**src/rtl/mac_pkg.sv**
```systemverilog
package mac_pkg;

    localparam int MAC_DW = 32;
    localparam int HALF_W = 16;
    localparam int ACC_W  = 2 * MAC_DW;

    typedef enum logic {
        OP_LONG = 1'b0,
        OP_WORD = 1'b1
    } mac_op_e;

    typedef struct packed {
        mac_op_e            op;
        logic               sat;
        logic [MAC_DW-1:0]  a;
        logic [MAC_DW-1:0]  b;
    } mac_opnd_t;

    typedef struct packed {
        mac_op_e            op;
        logic               sat;
        logic [ACC_W-1:0]   prod;
    } mac_prod_t;

    function automatic logic [MAC_DW-1:0] ext_opnd(mac_op_e op, logic [MAC_DW-1:0] v);
        if (op == OP_WORD)
            return {{(MAC_DW-HALF_W){v[HALF_W-1]}}, v[HALF_W-1:0]};
        return v;
    endfunction

    function automatic logic [ACC_W-1:0] sext_full(logic [MAC_DW-1:0] v);
        return {{MAC_DW{v[MAC_DW-1]}}, v};
    endfunction

endpackage

```
**src/rtl/mac_mul.sv**
```systemverilog
module mac_mul
    import mac_pkg::*;
#(
    parameter int LAT = 2
) (
    input  logic               clk,
    input  logic               rst,
    input  logic               start_i,
    input  mac_op_e            op_i,
    input  logic               sat_i,
    input  logic [MAC_DW-1:0]  a_i,
    input  logic [MAC_DW-1:0]  b_i,
    output mac_prod_t          res_o,
    output logic               res_vld_o
);

    logic [LAT-1:0] vld;
    logic           busy;
    logic           accept;
    mac_opnd_t      s0;
    mac_prod_t      p0;
    logic [ACC_W-1:0] ax, bx;

    assign busy   = |vld;
    assign accept = start_i && !busy;

    always_ff @(posedge clk) begin
        if (rst) begin
            vld <= '0;
        end else begin
            vld[0] <= accept;
            for (int k = 1; k < LAT; k++)
                vld[k] <= vld[k-1];
        end
    end

    always_ff @(posedge clk) begin
        if (accept) begin
            s0.op  <= op_i;
            s0.sat <= sat_i;
            s0.a   <= ext_opnd(op_i, a_i);
            s0.b   <= ext_opnd(op_i, b_i);
        end
    end

    always_comb begin
        ax      = sext_full(s0.a);
        bx      = sext_full(s0.b);
        p0.op   = s0.op;
        p0.sat  = s0.sat;
        p0.prod = ax * bx;
    end

    generate
        if (LAT == 1) begin : g_comb
            assign res_o = p0;
        end else begin : g_pipe
            mac_prod_t stg [LAT-1];
            always_ff @(posedge clk) begin
                stg[0] <= p0;
                for (int k = 1; k < LAT-1; k++)
                    stg[k] <= stg[k-1];
            end
            assign res_o = stg[LAT-2];
        end
    endgenerate

    assign res_vld_o = vld[LAT-1];

endmodule

```
**src/rtl/mac_sat.sv**
```systemverilog
module mac_sat
    import mac_pkg::*;
(
    input  mac_op_e            op_i,
    input  logic               sat_i,
    input  logic [ACC_W-1:0]   acc_i,
    input  logic [ACC_W-1:0]   prod_i,
    output logic [MAC_DW-1:0]  hi_o,
    output logic [MAC_DW-1:0]  lo_o
);

    localparam int QW = MAC_DW / 2;
    localparam logic [MAC_DW-1:0] HI_SET  = {{QW{1'b1}}, {QW{1'b0}}};
    localparam logic [MAC_DW-1:0] HI_KEEP = {{(QW+1){1'b0}}, {(QW-1){1'b1}}};
    localparam logic signed [ACC_W-1:0] W_MAX = {{(ACC_W-MAC_DW+1){1'b0}}, {(MAC_DW-1){1'b1}}};
    localparam logic signed [ACC_W-1:0] W_MIN = ~W_MAX;
    localparam logic [MAC_DW-1:0] MARK    = MAC_DW'(1);
    localparam logic [MAC_DW-1:0] LO_MAX  = {1'b0, {(MAC_DW-1){1'b1}}};
    localparam logic [MAC_DW-1:0] LO_MIN  = {1'b1, {(MAC_DW-1){1'b0}}};

    logic signed [ACC_W-1:0] sum;

    always_comb begin
        sum  = $signed(acc_i) + $signed(prod_i);
        hi_o = sum[ACC_W-1:MAC_DW];
        lo_o = sum[MAC_DW-1:0];
        if (sat_i) begin
            if (op_i == OP_LONG) begin
                if (sum[ACC_W-1]) hi_o = hi_o | HI_SET;
                else              hi_o = hi_o & HI_KEEP;
            end else if (sum < W_MIN) begin
                hi_o = MARK;
                lo_o = LO_MIN;
            end else if (sum > W_MAX) begin
                hi_o = MARK;
                lo_o = LO_MAX;
            end
        end
    end

endmodule

```
**src/rtl/mac_acc.sv**
```systemverilog
module mac_acc
    import mac_pkg::*;
(
    input  logic               clk,
    input  logic               rst,
    input  logic               clr_i,
    input  logic               ld_hi_i,
    input  logic               ld_lo_i,
    input  logic [MAC_DW-1:0]  ld_data_i,
    input  logic               wb_i,
    input  logic [MAC_DW-1:0]  wb_hi_i,
    input  logic [MAC_DW-1:0]  wb_lo_i,
    output logic [MAC_DW-1:0]  hi_o,
    output logic [MAC_DW-1:0]  lo_o
);

    always_ff @(posedge clk) begin
        if (rst || clr_i) begin
            hi_o <= '0;
            lo_o <= '0;
        end else begin
            if (ld_hi_i)   hi_o <= ld_data_i;
            else if (wb_i) hi_o <= wb_hi_i;
            if (ld_lo_i)   lo_o <= ld_data_i;
            else if (wb_i) lo_o <= wb_lo_i;
        end
    end

endmodule

```
**src/rtl/mac_sat_unit.sv**
```systemverilog
module mac_sat_unit
    import mac_pkg::*;
#(
    parameter int MUL_LAT = 2
) (
    input  logic               clk,
    input  logic               rst,
    input  logic               start_i,
    input  logic               op_i,
    input  logic               sat_i,
    input  logic [MAC_DW-1:0]  a_i,
    input  logic [MAC_DW-1:0]  b_i,
    input  logic               clr_i,
    input  logic               ld_hi_i,
    input  logic               ld_lo_i,
    input  logic [MAC_DW-1:0]  ld_data_i,
    output logic [MAC_DW-1:0]  hi_o,
    output logic [MAC_DW-1:0]  lo_o,
    output logic               done_o
);

    mac_prod_t          wb;
    logic               wb_vld;
    logic [MAC_DW-1:0]  nx_hi, nx_lo;

    mac_mul #(.LAT(MUL_LAT)) u_mul (
        .clk       (clk),
        .rst       (rst),
        .start_i   (start_i),
        .op_i      (mac_op_e'(op_i)),
        .sat_i     (sat_i),
        .a_i       (a_i),
        .b_i       (b_i),
        .res_o     (wb),
        .res_vld_o (wb_vld)
    );

    mac_sat u_sat (
        .op_i   (wb.op),
        .sat_i  (wb.sat),
        .acc_i  ({hi_o, lo_o}),
        .prod_i (wb.prod),
        .hi_o   (nx_hi),
        .lo_o   (nx_lo)
    );

    mac_acc u_acc (
        .clk       (clk),
        .rst       (rst),
        .clr_i     (clr_i),
        .ld_hi_i   (ld_hi_i),
        .ld_lo_i   (ld_lo_i),
        .ld_data_i (ld_data_i),
        .wb_i      (wb_vld),
        .wb_hi_i   (nx_hi),
        .wb_lo_i   (nx_lo),
        .hi_o      (hi_o),
        .lo_o      (lo_o)
    );

    always_ff @(posedge clk) begin
        if (rst) done_o <= 1'b0;
        else     done_o <= wb_vld;
    end

endmodule

```
**config.mk**
```make
export PLATFORM = sky130hd
export DESIGN_NAME = mac_sat_unit
export DESIGN_NICKNAME = d
export VERILOG_FILES = /design/src/rtl/mac_pkg.sv /design/src/rtl/mac_mul.sv /design/src/rtl/mac_sat.sv /design/src/rtl/mac_acc.sv /design/src/rtl/mac_sat_unit.sv
export SDC_FILE = /design/constraint.sdc
export NUM_CORES = 2
export LEC_CHECK = 0
export ABC_CLOCK_PERIOD_IN_PS = 7100
export BUFFER_PORTS_ARGS = -buffer_cell sky130_fd_sc_hd__buf_2
export CAP_MARGIN = 25
export CORE_MARGIN = 1.5
export CORE_UTILIZATION = 55
export CTS_CLUSTER_SIZE = 10
export DETAILED_ROUTE_END_ITERATION = 12
export PLACE_DENSITY_LB_ADDON = 0.08
export SYNTH_ARGS = -nofsm -noshare
export SYNTH_HDL_FRONTEND = slang
export SYNTH_SLANG_ARGS = --single-unit
```
**constraint.sdc**
```tcl
create_clock -name clk -period 7.1 [get_ports clk]
set_input_delay 0.355 -clock clk [delete_from_list [all_inputs] [get_ports clk]]
set_output_delay 0.355 -clock clk [all_outputs]
set_load 0.05 [all_outputs]
```
* Word-level counts from Yosys, hierarchy flattened *
Memory sizes are Yosys's and may differ from the RTL's.
Cells that the tools add are included.

storage, ports and cells
  register bits = 133
  bits in writable memories = 66
  bits of input ports = 104
  output and inout bits = 65
  logic and storage cells = 38
  memories = 1

memory list
  memory            depth  width  rd ports  clocked after Yosys merged registers in  wr ports  line           text
  u_mul.g_pipe.stg  1      66     1         0                                        1         mac_mul.sv:58  mac_prod_t stg [LAT-1];

operators by class
  $add $sub $neg = 1
  $mul = 1
  order comparisons = 2
  muxes and demuxes = 19
  reduce and logical (&&, ||, !) cells = 6

operator list
  operator                number
  $mux W32                17
  $add A64 B64 Y64        1
  $gt A64 B32 Y1 const B  1
  $lt A64 B32 Y1 const B  1
  $mul A32 B32 Y64        1
  $reduce_bool A2 Y1      2
  $mux W1                 2
  $reduce_or A2 Y1        1
  $logic_and A1 B1 Y1     1
  $logic_not A1 Y1        1
  $logic_or A1 B1 Y1      1

* Longest topological paths before layout *
  word-level depth = 8
  depth in mapped cells = 31
  mapped depth without buffers = 30

* Cells and area by module *
Synthesis repeated with hierarchy kept, for this count alone.

second synthesis, totals
  cell total of the unflattened synthesis = 5304
  area total of the unflattened synthesis = 49316.0 um2

modules (own cells, without submodules)
  module        instances  cells an instance  area an instance (um2)  seq. area each (um2)
  mac_mul       1          4111               39969.6                 3343.2
  mac_sat       1          907                5844.4                  0.0
  mac_acc       1          284                3468.3                  1281.2
  mac_sat_unit  1          2                  33.8                    20.0

* Worst setup path after synthesis *
Ideal clock, no wire load.

  path type = register to register
  from = reg u_mul.s0 (netlist bit u_mul.ax[31])
  to = mem u_mul.g_pipe.stg[0][56] (netlist bit)
  arrival = 7764 ps
  required time = 6977 ps
  slack = -788 ps
  cell stages (with the launch flop) = 25
  buffers on the path = 1
  cells stage by stage = edfxtp_1 clkbuf_1 nand2_1 inv_1 fa_1 inv_1 fa_1 inv_1 fa_1 fa_1 inv_1 fa_1 inv_1 fa_1 inv_1 fa_1 inv_1 fa_1 ha_1 or4_1 o32ai_1 nor2b_1 o31ai_1 mux2i_1 or2_2

RTL lines
  item                line           text
  start: declaration  mac_mul.sv:20  mac_opnd_t s0;
  end: declaration    mac_mul.sv:58

==> results.json <==
{
  "run_status": "complete, but fails checks",
  "failed_checks": "negative setup slack",
  "io_pins": 169,
  "rsz0062_at_grt": "yes",
  "path_max_fanout": 7,
  "synth_compound_area_frac": 0.0893,
  "drc_errors": 0,
  "stdcell_area_um2": 55600,
  "grt_max_degree": 68,
  "synth.most_common_cell": "fa_1",
  "io_buffers": 168,
  "drt_wl_total_um": 139000,
  "r2r-end": "u_mul.g_pipe.stg[0][57]",
  "root_buffer": "clkbuf_16",
  "tightest_slew_ns": 1.12,
  "synth-adder-area-share": 0.520,
  "yosys.area_share.simple": 0.168,
  "floorplan.rows": 107,
  "final.setup.worst_slack_ns": -0.476,
  "synth_ff_type": "dfxtp_1",
  "synth_mux_area_frac": 0.00234,
  "grt_pass1_wl_um": 218000,
  "syn_inst": 5134,
  "slew_headroom": 0.248,
  "nNetsFinal": 7043,
  "synth_top_family_by_area": "adder cells",
  "drive_above_1_share": 0.177,
  "drt_first_pass_iters": 6,
  "yosysTopAreaCell": "fa_1",
  "endpoint_kind": "flop",
  "syn_avg_cell_area_um2": 9.28,
  "dieHeight_um": 297,
  "vias": 36800,
  "grt_pass1_vias": 39500,
  "syn_nets": 6568,
  "period_minus_slack_ns": 7.58,
  "holdWs_ns": 0.0217,
  "path_delay_family": "adder cells",
  "max_stage_delay_ns": 0.57,
  "netlist_area_um2": 47700,
  "die_w_um": 297,
  "clock.fmax_mhz": 132,
  "dpl_cell_area_um2": 53000,
  "grt_use_total": 0.320,
  "clockBufferDepth": 2,
  "crit_type": "flop to flop",
  "slew_violations": 0,
  "clock_latency_ns": 0.54,
  "worst_path_max_delay_cell": "fa_1",
  "min_period_over_period": 1.07,
  "finalSetupViolCount": 20,
  "grtUsageMet1": 0.409,
  "hold_viol": 0,
  "hold_path_class": "input pin to flop",
  "wire_per_inst_um": 20.5,
  "start_util": 0.557,
  "crit_top_cell": "fa_1",
  "die_area_um2": 88400,
  "numCtsBuffers": 17,
  "synthToLayoutAreaGrowth_pct": 16.6,
  "crit_cells": 26,
  "cts_max_level": 4,
  "viasPerCell": 5.44,
  "r2r_cells": 26,
  "clkTransAtPathRegs_ns": 0.10,
  "rr_startpoint": "u_mul.bx[2]",
  "gp_congestion": 0.946,
  "required_ns": 7.57,
  "synthArstFlopShare": 0,
  "ys_top_cells_by_area": "fa_1 45%, inv_1 8.1%, and2_1 6.7%",
  "worstPathArrival_ns": 8.04,
  "antenna_found_initial": 3,
  "grt_util_met2": 0.538,
  "setup_tns_ns": -5.30,
  "use_met3": 0.0457,
  "maxCapViolCount": 0,
  "worst-path-buf-inv": 4,
  "synth_top_area_share": 0.455,
  "seq_area_frac_synth": 0.0974,
  "ys_ff_latch": 199,
  "grt_overflow": 0,
  "busiest_layer": "met2",
  "core_area_um2": 85500,
  "dpl.hpwl_um": 117000,
  "cts_tree": "yes",
  "clock-sinks": 199,
  "fin_skew_ns": 0.0329,
  "synthXorXnorAreaFrac": 0.0204,
  "cp-endpoint": "u_mul.g_pipe.stg[0][57]",
  "ys_types": 91,
  "rrSetupSlack_ns": -0.48,
  "yosysWarnings": 0,
  "ant_nets": 0,
  "drt_iter0_drc": 2097,
  "synth_common_cells": "1083 x fa_1, 1033 x inv_1, 618 x nand2_1",
  "synth_edf_count": 66,
  "crit_path_start_kind": "flop",
  "critPathLaunch": "u_mul.bx[2]"
}
[routing by layer]
metal / share of wire / wire, um / vias up
met5: 0.000094 / 13 / -
met4: 0.051 / 7070 / 2
li1: - / - / 16700
met2: 0.49 / 68200 / 1024
met3: 0.052 / 7260 / 286
met1: 0.40 / 56000 / 18800
[stage by stage]
step / setup slack [ns] / instances / utilization
floorplan: -0.363 / 5134 / -
global placement: -0.594 / 6646 / 0.619
detailed placement: -0.671 / 6647 / 0.619
CTS: -0.446 / 6745 / 0.638
global route: -0.699 / 6766 / 0.650
finish: -0.476 / 6767 / 0.650
[cell usage in the layout (no fill, tap or decap), drive strengths merged, types with 21 or more instances in the layout]
| master | count |
|---|---|
| nor3 | 33 |
| nor3b | 33 |
| clkbuf | 22 |
| o21ai | 115 |
| nand3 | 42 |
| nand4 | 34 |
| nand2 | 618 |
| nor2 | 121 |
| xor2 | 33 |
| o21a | 23 |
| dfxtp | 133 |
| dlygate4sd3 | 25 |
| a21o | 62 |
| nor2b | 24 |
| inv | 1043 |
| edfxtp | 66 |
| a221oi | 36 |
| ha | 247 |
| xnor2 | 77 |
| and3 | 48 |
| fa | 1083 |
| o22ai | 21 |
| nand2b | 23 |
| buf | 688 |
| and2 | 535 |
| a21oi | 203 |
[how the worst min path moves through the flow]
stage,cells after the start,slack [ns],to,startpoint
floorplan,0,0.32,u_mul.g_pipe.stg[0][64],u_mul.p0[64]
global placement,0,0.33,u_mul.g_pipe.stg[0][64],u_mul.p0[64]
detailed placement,0,0.34,u_mul.g_pipe.stg[0][64],u_mul.p0[64]
CTS,1,0.0001,u_mul.ax[10],a_i[10]
global route,1,0.005,u_mul.ax[10],a_i[10]
finish,1,0.02,u_mul.ax[10],a_i[10]
[worst reg2reg max path, delay by kind of cell, from the launching register on]
family,cells,cell delay (ns)
DFF,1,0.40
adders and majority gates,9,4.34
AOI/OAI and AO/OA,8,1.67
buffers and inverters,4,0.44
and+or+nand+nor,4,0.49
xor gates and xnor gates,1,0.17
[cell type report]
type,instances,area [um^2]
Multi-Input combinational cell,3639,39100
Clock buffer,17,425
Timing Repair Buffer,719,5820
Inverter,1033,3880
Clock inverter,15,224
Tap cell,1144,1430
Sequential cell,199,4640
Fill cell,7135,30000
Antenna cell,1,2.50
[logic make-up (layout without fill, tap and decap cells)]
group,after synthesis,after routing
XOR/XNOR,110,110
other,0,1
multiplexers,11,11
buffers and inverters,1296,1784
adder cells (fa/ha/maj),1330,1330
flip-flops,199,199
AO/OA/AOI/OAI,621,621
AND/OR/NAND/NOR,1567,1567
[repair_timing]
action,CTS,global route
hold endpoints to repair,25,0
cloned,1,5
buffers inserted,41,23
setup endpoints to repair,29,35
gates resized for setup,105,178
pin swaps,89,114
hold buffers,25,0
[sequential cells by signal (all words and copies together), names as in the netlist]
name              flops
done_o                1
u_acc.hi_o           32
u_acc.lo_o           32
u_mul.ax             32
u_mul.bx             32
u_mul.g_pipe.stg     66
u_mul.p0              2
u_mul.vld             2
Power is left out: the tool's default activity adds up to more than one toggle a clock period on the data nets, which glitch-free logic cannot reach.
